==> src/rtl/irq_pkg.sv <==
package irq_pkg;
   typedef enum logic [1:0] {
      ST_IDLE = 2'd0,
      ST_REQ  = 2'd1,
      ST_BUSY = 2'd2
   } irq_st_t;

   localparam logic [1:0] A_SEL  = 2'd0;
   localparam logic [1:0] A_LVL  = 2'd1;
   localparam logic [1:0] A_MODE = 2'd2;
   localparam logic [1:0] A_EOI  = 2'd3;
endpackage

==> src/rtl/irq_cfg.sv <==
module irq_cfg #(
   parameter int N_LINES  = 8,
   parameter int LVL_W    = 8,
   parameter int DATA_W   = 8,
   parameter int ROT_EN   = 1,
   parameter logic [7:0] EOI_CODE = 8'h20,
   localparam int IDX_W   = $clog2(N_LINES)
) (
   input  logic              clk,
   input  logic              rst_n,
   input  logic              wr_en,
   input  logic [1:0]        wr_addr,
   input  logic [DATA_W-1:0] wr_data,
   input  logic [IDX_W-1:0]  rd_idx,
   output logic [LVL_W-1:0]  rd_lvl,
   output logic              rotate,
   output logic              eoi_hit
);
   import irq_pkg::*;

   logic [IDX_W-1:0] sel_q;
   logic [LVL_W-1:0] lvl_tab [N_LINES];

   always_ff @(posedge clk or negedge rst_n) begin
      if (!rst_n) sel_q <= '0;
      else if (wr_en && wr_addr == A_SEL) sel_q <= wr_data[IDX_W-1:0];
   end

   for (genvar i = 0; i < N_LINES; i++) begin : g_lvl
      always_ff @(posedge clk or negedge rst_n) begin
         if (!rst_n) lvl_tab[i] <= LVL_W'(i);
         else if (wr_en && wr_addr == A_LVL && sel_q == IDX_W'(i))
            lvl_tab[i] <= wr_data[LVL_W-1:0];
      end
   end

   if (ROT_EN != 0) begin : g_rot
      logic mode_q;
      always_ff @(posedge clk or negedge rst_n) begin
         if (!rst_n) mode_q <= 1'b0;
         else if (wr_en && wr_addr == A_MODE) mode_q <= wr_data[0];
      end
      assign rotate = mode_q;
   end else begin : g_fix
      assign rotate = 1'b0;
   end

   assign rd_lvl  = lvl_tab[rd_idx];
   assign eoi_hit = wr_en && (wr_addr == A_EOI) && (wr_data[7:0] == EOI_CODE);

   // a level write lands in the indexed entry
   p_lvl_write_r10: assert property (@(posedge clk) disable iff (!rst_n)
      (wr_en && wr_addr == A_LVL) |=> lvl_tab[$past(sel_q)] == $past(wr_data[LVL_W-1:0]));
endmodule

==> src/rtl/irq_arb.sv <==
module irq_arb #(
   parameter int N_LINES = 8,
   localparam int IDX_W  = $clog2(N_LINES)
) (
   input  logic [N_LINES-1:0] req,
   input  logic               rotate,
   input  logic [IDX_W-1:0]   last,
   output logic [IDX_W-1:0]   win,
   output logic               found
);
   logic [IDX_W-1:0] base;
   logic [IDX_W-1:0] idx;

   always_comb begin
      base  = rotate ? last + 1'b1 : '0;
      found = 1'b0;
      win   = IDX_W'(N_LINES - 1);
      idx   = '0;
      for (int k = 0; k < N_LINES; k++) begin
         idx = base + k[IDX_W-1:0];
         if (!found && req[idx]) begin
            found = 1'b1;
            win   = idx;
         end
      end
   end

   // the chosen line is active whenever anything is active
   always_comb begin
      if (found) p_grant_active_r4: assert (req[win]);
      if (|req)  p_found_any_r5: assert (found);
   end
endmodule

==> src/rtl/irq_seq.sv <==
module irq_seq #(
   parameter int N_LINES = 8,
   parameter int LVL_W   = 8,
   localparam int IDX_W  = $clog2(N_LINES)
) (
   input  logic               clk,
   input  logic               rst_n,
   input  logic               any_req,
   input  logic               cpu_ack,
   input  logic               found,
   input  logic [IDX_W-1:0]   win,
   input  logic [LVL_W-1:0]   win_lvl,
   input  logic               eoi_hit,
   output logic [IDX_W-1:0]   last,
   output logic               irq_out,
   output logic [LVL_W-1:0]   lvl_bus
);
   import irq_pkg::*;

   irq_st_t st_q;
   logic [IDX_W-1:0] last_q;
   logic [LVL_W-1:0] lvl_q;
   logic take;

   assign take = (st_q == ST_REQ) && cpu_ack;

   always_ff @(posedge clk or negedge rst_n) begin
      if (!rst_n) begin
         st_q   <= ST_IDLE;
         last_q <= IDX_W'(N_LINES - 1);
         lvl_q  <= '0;
      end else begin
         lvl_q <= take ? win_lvl : '0;
         if (take && found) last_q <= win;
         unique case (st_q)
            ST_IDLE: if (any_req) st_q <= ST_REQ;
            ST_REQ:  if (cpu_ack) st_q <= ST_BUSY;
            ST_BUSY: if (eoi_hit) st_q <= ST_IDLE;
            default: st_q <= ST_IDLE;
         endcase
      end
   end

   assign last    = last_q;
   assign irq_out = (st_q == ST_REQ);
   assign lvl_bus = lvl_q;

   // request drops right after acknowledge
   p_ack_drops_r3: assert property (@(posedge clk) disable iff (!rst_n)
      (irq_out && cpu_ack) |=> !irq_out);
   // no request while busy without end-of-interrupt
   p_busy_quiet_r7: assert property (@(posedge clk) disable iff (!rst_n)
      (st_q == ST_BUSY && !eoi_hit) |=> !irq_out);
   // acknowledge while idle leaves the bus at zero
   p_ack_idle_r11: assert property (@(posedge clk) disable iff (!rst_n)
      (!irq_out) |=> lvl_bus == '0);
endmodule

==> src/rtl/prio_irq_ctrl.sv <==
module prio_irq_ctrl #(
   parameter int N_LINES  = 8,
   parameter int LVL_W    = 8,
   parameter int DATA_W   = 8,
   parameter int ROT_EN   = 1,
   parameter logic [7:0] EOI_CODE = 8'h20,
   localparam int IDX_W   = $clog2(N_LINES)
) (
   input  logic              clk,
   input  logic              rst_n,
   input  logic [N_LINES-1:0] req_lines,
   input  logic              cpu_ack,
   output logic              irq_out,
   output logic [LVL_W-1:0]  lvl_bus,
   input  logic              wr_en,
   input  logic [1:0]        wr_addr,
   input  logic [DATA_W-1:0] wr_data
);
   if (N_LINES != (1 << IDX_W) || N_LINES < 2) begin : g_chk_n
      $error("N_LINES must be a power of two, at least 2");
   end
   if (LVL_W > DATA_W || DATA_W < 8) begin : g_chk_w
      $error("LVL_W must fit DATA_W, DATA_W at least 8");
   end

   logic [IDX_W-1:0] win, last;
   logic             found, rotate, eoi_hit;
   logic [LVL_W-1:0] win_lvl;

   irq_cfg #(.N_LINES(N_LINES), .LVL_W(LVL_W), .DATA_W(DATA_W),
             .ROT_EN(ROT_EN), .EOI_CODE(EOI_CODE)) u_cfg (
      .clk(clk), .rst_n(rst_n), .wr_en(wr_en), .wr_addr(wr_addr),
      .wr_data(wr_data), .rd_idx(win), .rd_lvl(win_lvl),
      .rotate(rotate), .eoi_hit(eoi_hit));

   irq_arb #(.N_LINES(N_LINES)) u_arb (
      .req(req_lines), .rotate(rotate), .last(last),
      .win(win), .found(found));

   irq_seq #(.N_LINES(N_LINES), .LVL_W(LVL_W)) u_seq (
      .clk(clk), .rst_n(rst_n), .any_req(|req_lines), .cpu_ack(cpu_ack),
      .found(found), .win(win), .win_lvl(win_lvl), .eoi_hit(eoi_hit),
      .last(last), .irq_out(irq_out), .lvl_bus(lvl_bus));

   // a nonzero level is shown for one cycle only
   p_lvl_one_cycle_r3: assert property (@(posedge clk) disable iff (!rst_n)
      (lvl_bus != '0) |=> lvl_bus == '0);
   // a request never appears from idle with no line active
   p_req_needs_line_r2: assert property (@(posedge clk) disable iff (!rst_n)
      (!irq_out && req_lines == '0 && !cpu_ack && !eoi_hit) |=> !irq_out);
endmodule

==> config.mk <==
export PLATFORM = sky130hd
export DESIGN_NAME = prio_irq_ctrl
export DESIGN_NICKNAME = d
export VERILOG_FILES = /design/src/rtl/irq_pkg.sv /design/src/rtl/irq_cfg.sv /design/src/rtl/irq_arb.sv /design/src/rtl/irq_seq.sv /design/src/rtl/prio_irq_ctrl.sv
export SDC_FILE = /design/constraint.sdc
export NUM_CORES = 1
export LEC_CHECK = 0
export ABC_AREA = 1
export BUFFER_PORTS_ARGS = -buffer_cell sky130_fd_sc_hd__buf_2
export CORE_MARGIN = 5
export CORE_UTILIZATION = 55
export CTS_CLUSTER_DIAMETER = 120
export DETAILED_ROUTE_END_ITERATION = 8
export PLACE_DENSITY = 0.73
export SYNTH_ARGS = -nofsm -noshare
export SYNTH_HDL_FRONTEND = slang
export SYNTH_SLANG_ARGS = --single-unit
export TNS_END_PERCENT = 20
==> constraint.sdc <==
create_clock -name clk -period 3.8 [get_ports clk]
set_input_delay 0.57 -clock clk [delete_from_list [all_inputs] [get_ports clk]]
set_output_delay 0.57 -clock clk [all_outputs]
set_load 0.05 [all_outputs]
======== Word-level counts from Yosys, hierarchy flattened ========
Index checks and enable logic that the tools add are counted.
Widths: inputs -> output; s select.
storage, ports and cells
  flip-flop bits (word level) ............. 81
  input port bits ......................... 22
  output and inout bits ................... 9
  word-level logic and storage cells ...... 122
cells by class
  add/sub/neg operators ................... 8
  magnitude comparators ................... 9
  equal/unequal tests ..................... 16
  muxes and demuxes ....................... 41
  bitwise logic cells ..................... 1
  reductions and logical operators ........ 34
operators by type and width
  operator             count
  $lt 3x4->1 const B   8
  $mux 3               9
  $bmux 1 s3           8
  $bmux 8 s3           1
  $mux 8               3
  $logic_and 1x1->1    22
  $mux 1               16
  $add 3x3->3 const B  4
  $eq 3x3->1 const B   4
  $eq 8x6->1 const B   1
  $reduce_or 8->1      1
  $logic_not 1->1      7
  $add 3x1->3 const B  2
  $add 3x2->3 const B  2
  $eq 2x2->1 const B   3
  $eq 3x2->1 const B   2
  $mux 2               3
  $pmux 2 s3           1
  $eq 2x1->1 const B   2
  $ge 4x4->1 const B   1
  $logic_not 2->1      2
  $ne 2x2->1 const B   2
  $not 3->4            1
  $eq 3x1->1 const B   1
  3 further kinds      3

======== Logic depth before layout (Yosys ltp) ========
  word-level depth ........................ 31
  mapped depth ............................ 23
  depth with buffers taken out ............ 21

======== Hierarchy ========
Synthesis repeated with hierarchy kept, for this count alone.
second synthesis, totals
  cells, all modules ...................... 735
  area total of the unflattened synthesis .. 5,136.2 um2
by module, submodules not included
  module         times used  cells each  area each (um2)  seq. area each (um2)
  irq_cfg        1           504         3,694.8          1,716.6
  irq_arb        1           168         900.9            0.0
  irq_seq        1           48          484.2            329.1
  prio_irq_ctrl  1           15          56.3             0.0

======== Least setup slack after synthesis ========
OpenSTA, ideal clock, no wires.
  path kind ............................... reg-to-reg
  start point ............................. register u_seq.last_q[0], in the netlist u_seq.last[0]
  end point ............................... register u_seq.lvl_q[0], in the netlist u_seq.lvl_bus[0]
  library setup time ...................... 117 ps
  arrival time ............................ 2,902 ps
  required time ........................... 3,683 ps
  path slack .............................. 781 ps
  cell stages (with the launch flop) ...... 21
  path buffers ............................ 1
  clock period less this slack ............ 3,019 ps
  path through ............................ dfstp_2 ha_1 nand2_2 clkinv_4 ha_1 inv_1 nand3_1 nand2_1 nand2_1 nand2_1 nor2_4 nand4_2 nor2_4 nand3_2 nand3_4 buf_2 nand3b_1 nand3_1 nand2_1 nor2_1 nor2_1
on the way
  cells in the longest elaborated chain, start to end .. 31
  elaborated cells on any way between the ends .. 59
  those cells by class .................... add/sub (8); mux (36); bitwise (1); reduce/logical (14)
ends and longest elaborated chain
  what                                                  RTL line       text
  start: declaration                                    irq_seq.sv:21  logic [IDX_W-1:0] last_q;
  start signal: assignment                              irq_seq.sv:30  last_q <= IDX_W'(N_LINES - 1);
  start signal: assignment                              irq_seq.sv:34  if (take && found) last_q <= win;
  $add 3x1->3 (*)                                       irq_arb.sv:15  base = rotate ? last + 1'b1 : '0;
  $mux 3 (*)                                            irq_arb.sv:15
  branches (longest 23 deep; another with $add 3x1->3)  -
  $mux 3 (*)                                            irq_arb.sv:21  if (!found && req[idx]) begin
  $not 3->4 (not written as such) (*)                   irq_cfg.sv:48  assign rd_lvl = lvl_tab[rd_idx];
  $bmux 8 s3 (*)                                        irq_cfg.sv:48
  $mux 8 (not written as such) (*) (2 in a row)         irq_cfg.sv:48
  $mux 8 (*)                                            irq_seq.sv:33  lvl_q <= take ? win_lvl : '0;
  end signal: assignment                                irq_seq.sv:33
  end: declaration                                      irq_seq.sv:22  logic [LVL_W-1:0] lvl_q;
Every way passes the cells marked *. The select of a mux whose other input is x is not followed.
A chain may end at the register's enable or synchronous reset.

======== Worst setup path after layout ========
  start point ............................. register u_seq.last_q[0], in the netlist u_seq.last[0]
  end point ............................... register u_seq.lvl_q[6], in the netlist u_seq.lvl_bus[6]
The elaborated chain is that of the path after synthesis.

==> results.toml <==
[synth]
synth_edf_count = 0
syn_area_um2 = 4750
syn_inst = 625
yosys_warnings = 0
async_flop_share_pct = 100
ys_seq_area_share_pct = 43.1
ys_seq_elements = 81
synth.distinct_cells = 36
synth_nets = 650
synth_top_flop_cell = "dfrtp_1"
synth.avg_cell_area_um2 = 7.59

[place]
place_ws_ns = 0.356
hpwl_um = 8620
port_buffers = 30
routabilityCongestion = 0.990

[timing]
fin_ws_ns = 0.307
fmax_mhz = 286
setup_viol = 0
hold_viol = 0
rsz0062_at_grt = "false"
setup_tns_ns = 0
max_slew_margin_pct = 34.3
tightest_slew_ns = 0.986
fin_crit_sh_pct = 91.9
min_period_ns = 3.49
fin_skew_ns = 0.0140
final-max-slew-violation-count = 0

[global_routing]
grt.met2_usage_pct = 39.1
antenna_found_initial = 0
grt_max_degree = 82
overflow = 0
grt_pass1_wl_um = 20600
top_usage_layer = "met2"
grt_util_met1_pct = 34.8
grt_use_met3_pct = 4.47
grt_usage_pct = 25.0
grt_pass1_vias = 4181

[worst_setup_path]
worstPathArrival_ns = 3.73
r2r.worst_path.cells = 17
critPathMostFrequentCell = "nand2_1"
path_cells = "ha_1 > nand2_2 > clkinv_4 > ha_1 > inv_1 > nand3_1 > nand2_1 > nand2_1 > nand2_1 > nor2_4 > nand4_2 > nor2_4 > nand2_2 > o211ai_4 > inv_1 > nand3_1 > a21oi_1"
cp_slowest_cell = "dfstp_2"
critPathLaunchType = "flop"
critPathMaxFanout = 10
rrSetupSlack_ns = 0.31
path_class = "flop to flop"
crit-reg2reg-launch = "u_seq.last[0]"
endpoint_kind = "flop"
cpPeakStageDelay_ns = 0.58
required_ns = 4.04
r2r-end = "u_seq.lvl_bus[6]"

[power]
seq_power_share_pct = 28.2
p_sw_share_pct = 49.2
comb_power_share_pct = 57.5
clkPwrFrac_pct = 14.4
ir_drop_mv = 0.375
power_report.internal_total_uw = 2370
p_per_area_nw_per_um2 = 904
power.switching_uw = 2300
cellLeakagePower_uw = 0.00253

[die]
top_level_ports = 31
die_area_um2 = 10600
core-area_um2 = 8300
start_util_pct = 57.2
dieHeight_um = 103
dieWidth_um = 103
num_rows = 33

[layout]
final_cell_mix = "nand2_1 (177), nand3_1 (76), o21ai_0 (72)"
final_nets = 680
nFillCells = 765
layout_commonest_cell = "nand2_1"
n_antenna_cell = 0
layout-drive-gt1-share_pct = 17.0
area_growth_syn_to_layout_pct = 8.86

[drt]
antenna_left = 0
drc = 0
wl_per_cell_um = 15.9
vias = 4310
drt_first_iter_violations = 290
routed_wl_um = 12200
first_pass_iters = 5
drt-vias-per-instance = 5.63

[clock_network]
clock-sinks = 81
cts_buffers = 9
insertion_delay_ns = 0.36
clk_pin_slew_worst_paths_ns = 0.09
cts_tree = "done"
htree_levels = 3
clockRootBuffer = "clkbuf_8"
cts.path.max_buffers = 2

[hold_path]
hp-class = "input pin to asynchronous set/reset pin"

[flow_run]
maxCapViolations = 0

[status]
status = "finished clean"
==> repair_timing <==
action                     in CTS  in global routing
setup buffers                   0                  4
gates resized for setup         0                  1
setup endpoints to repair       0                  4
hold buffers                    0                  0
==> per-layer routing <==
layer / part of all wire [%] / up-vias
met2: 46 / 142
met5: 0 / -
met1: 44 / 2034
li1: - / 2108
met4: 2.7 / 0
met3: 6.5 / 26
==> per-stage QoR <==
stage                     utilization (%)  hold slack, ns  total power, uW  instance area [um^2]  std cells
after floorplan                         -           0.274             3370                  4750        625
after global placement               59.3           0.459             3850                  4920        745
after detailed placement             59.3           0.464             3880                  4920        745
after CTS                            61.8           0.395             4570                  5130        761
after global routing                 62.2           0.447             5070                  5170        765
final                                62.2           0.357             4670                  5170        765
==> cells in the mapped netlist, types with 2 or more instances <==
cell	number	area share (%)
nand2_1	177	14
nand3_1	76	8.0
o21ai_0	72	7.6
dfrtp_1	66	35
inv_1	59	4.7
nor2_1	37	2.9
nand3b_1	22	3.5
nand4_1	16	2.1
dfstp_2	15	8.3
nand2_2	10	1.3
clkbuf_1	9	0.71
nand3_2	9	1.9
buf_6	7	1.7
inv_2	5	0.40
nor3_1	5	0.53
o21ai_1	5	0.53
nor2_2	4	0.53
nor2_4	4	0.95
buf_4	3	0.47
ha_1	3	0.79
a21oi_1	2	0.21
and2_1	2	0.26
buf_2	2	0.21
nand3_4	2	0.74
nor4_1	2	0.26
==> logic make-up (layout without fill, tap and decap cells) <==
group / count (synthesis) / count (layout) / synth area share, %
AO/OA/AOI/OAI: 84 / 84 / 9.46
flip-flops: 81 / 81 / 43.1
AND/OR/NAND/NOR: 369 / 369 / 37.9
adder cells (fa/ha/maj): 3 / 3 / 0.791
buffers and inverters: 88 / 123 / 8.70
==> power by group through the flow <==
| stage | registers [uW] | logic, uW | clock network, uW |
|---|---|---|---|
| 2_1_floorplan | 1420 | 1950 | 0 |
| 5_1_grt | 1350 | 3000 | 725 |
| 3_5_place_dp | 1330 | 2560 | 0 |
| 3_3_place_gp | 1320 | 2530 | 0 |
| 6_report | 1320 | 2680 | 670 |
| 4_1_cts | 1310 | 2570 | 684 |
==> worst max-delay path, delay by kind of cell, from the launching register on <==
kind | cells | cell delay (ns)
and+or+nand+nor | 10 | 1.08
adders and majority gates | 2 | 0.70
AOI/OAI and AO/OA | 2 | 0.48
buffers and inverters | 3 | 0.51
DFF | 1 | 0.58
==> area by class of cell <==
type	instances	area [um^2]	area share, %
multi-input combinational	456	2290	44.3
tap	105	131	2.54
timing repair buffer	41	235	4.55
clock inverter	6	72.6	1.40
sequential	81	2050	39.6
inverter	66	256	4.96
clock buffer	10	138	2.66
==> registers in the layout, summed over array words and instances, names as in the netlist <==
name / count
u_cfg.lvl_tab: 64
u_seq.lvl_bus: 8
u_cfg.sel_q: 3
u_seq.last: 3
u_seq.st_q: 2
u_cfg.rotate: 1
==> worst max-delay path by stage <==
stage	from	endpoint	slack, ns	cells after the start
global placement	u_seq.last[0]	u_seq.lvl_bus[3]	0.44	21
floorplan	u_seq.last[0]	u_seq.lvl_bus[0]	0.78	20
finish	u_seq.last[0]	u_seq.lvl_bus[6]	0.31	17
global route	u_seq.last[0]	u_seq.lvl_bus[1]	0.01	21
CTS	u_seq.last[0]	u_seq.lvl_bus[3]	0.33	21
detailed placement	u_seq.last[0]	u_seq.lvl_bus[3]	0.36	21
Note: power is estimated with default switching activity, not from simulation.
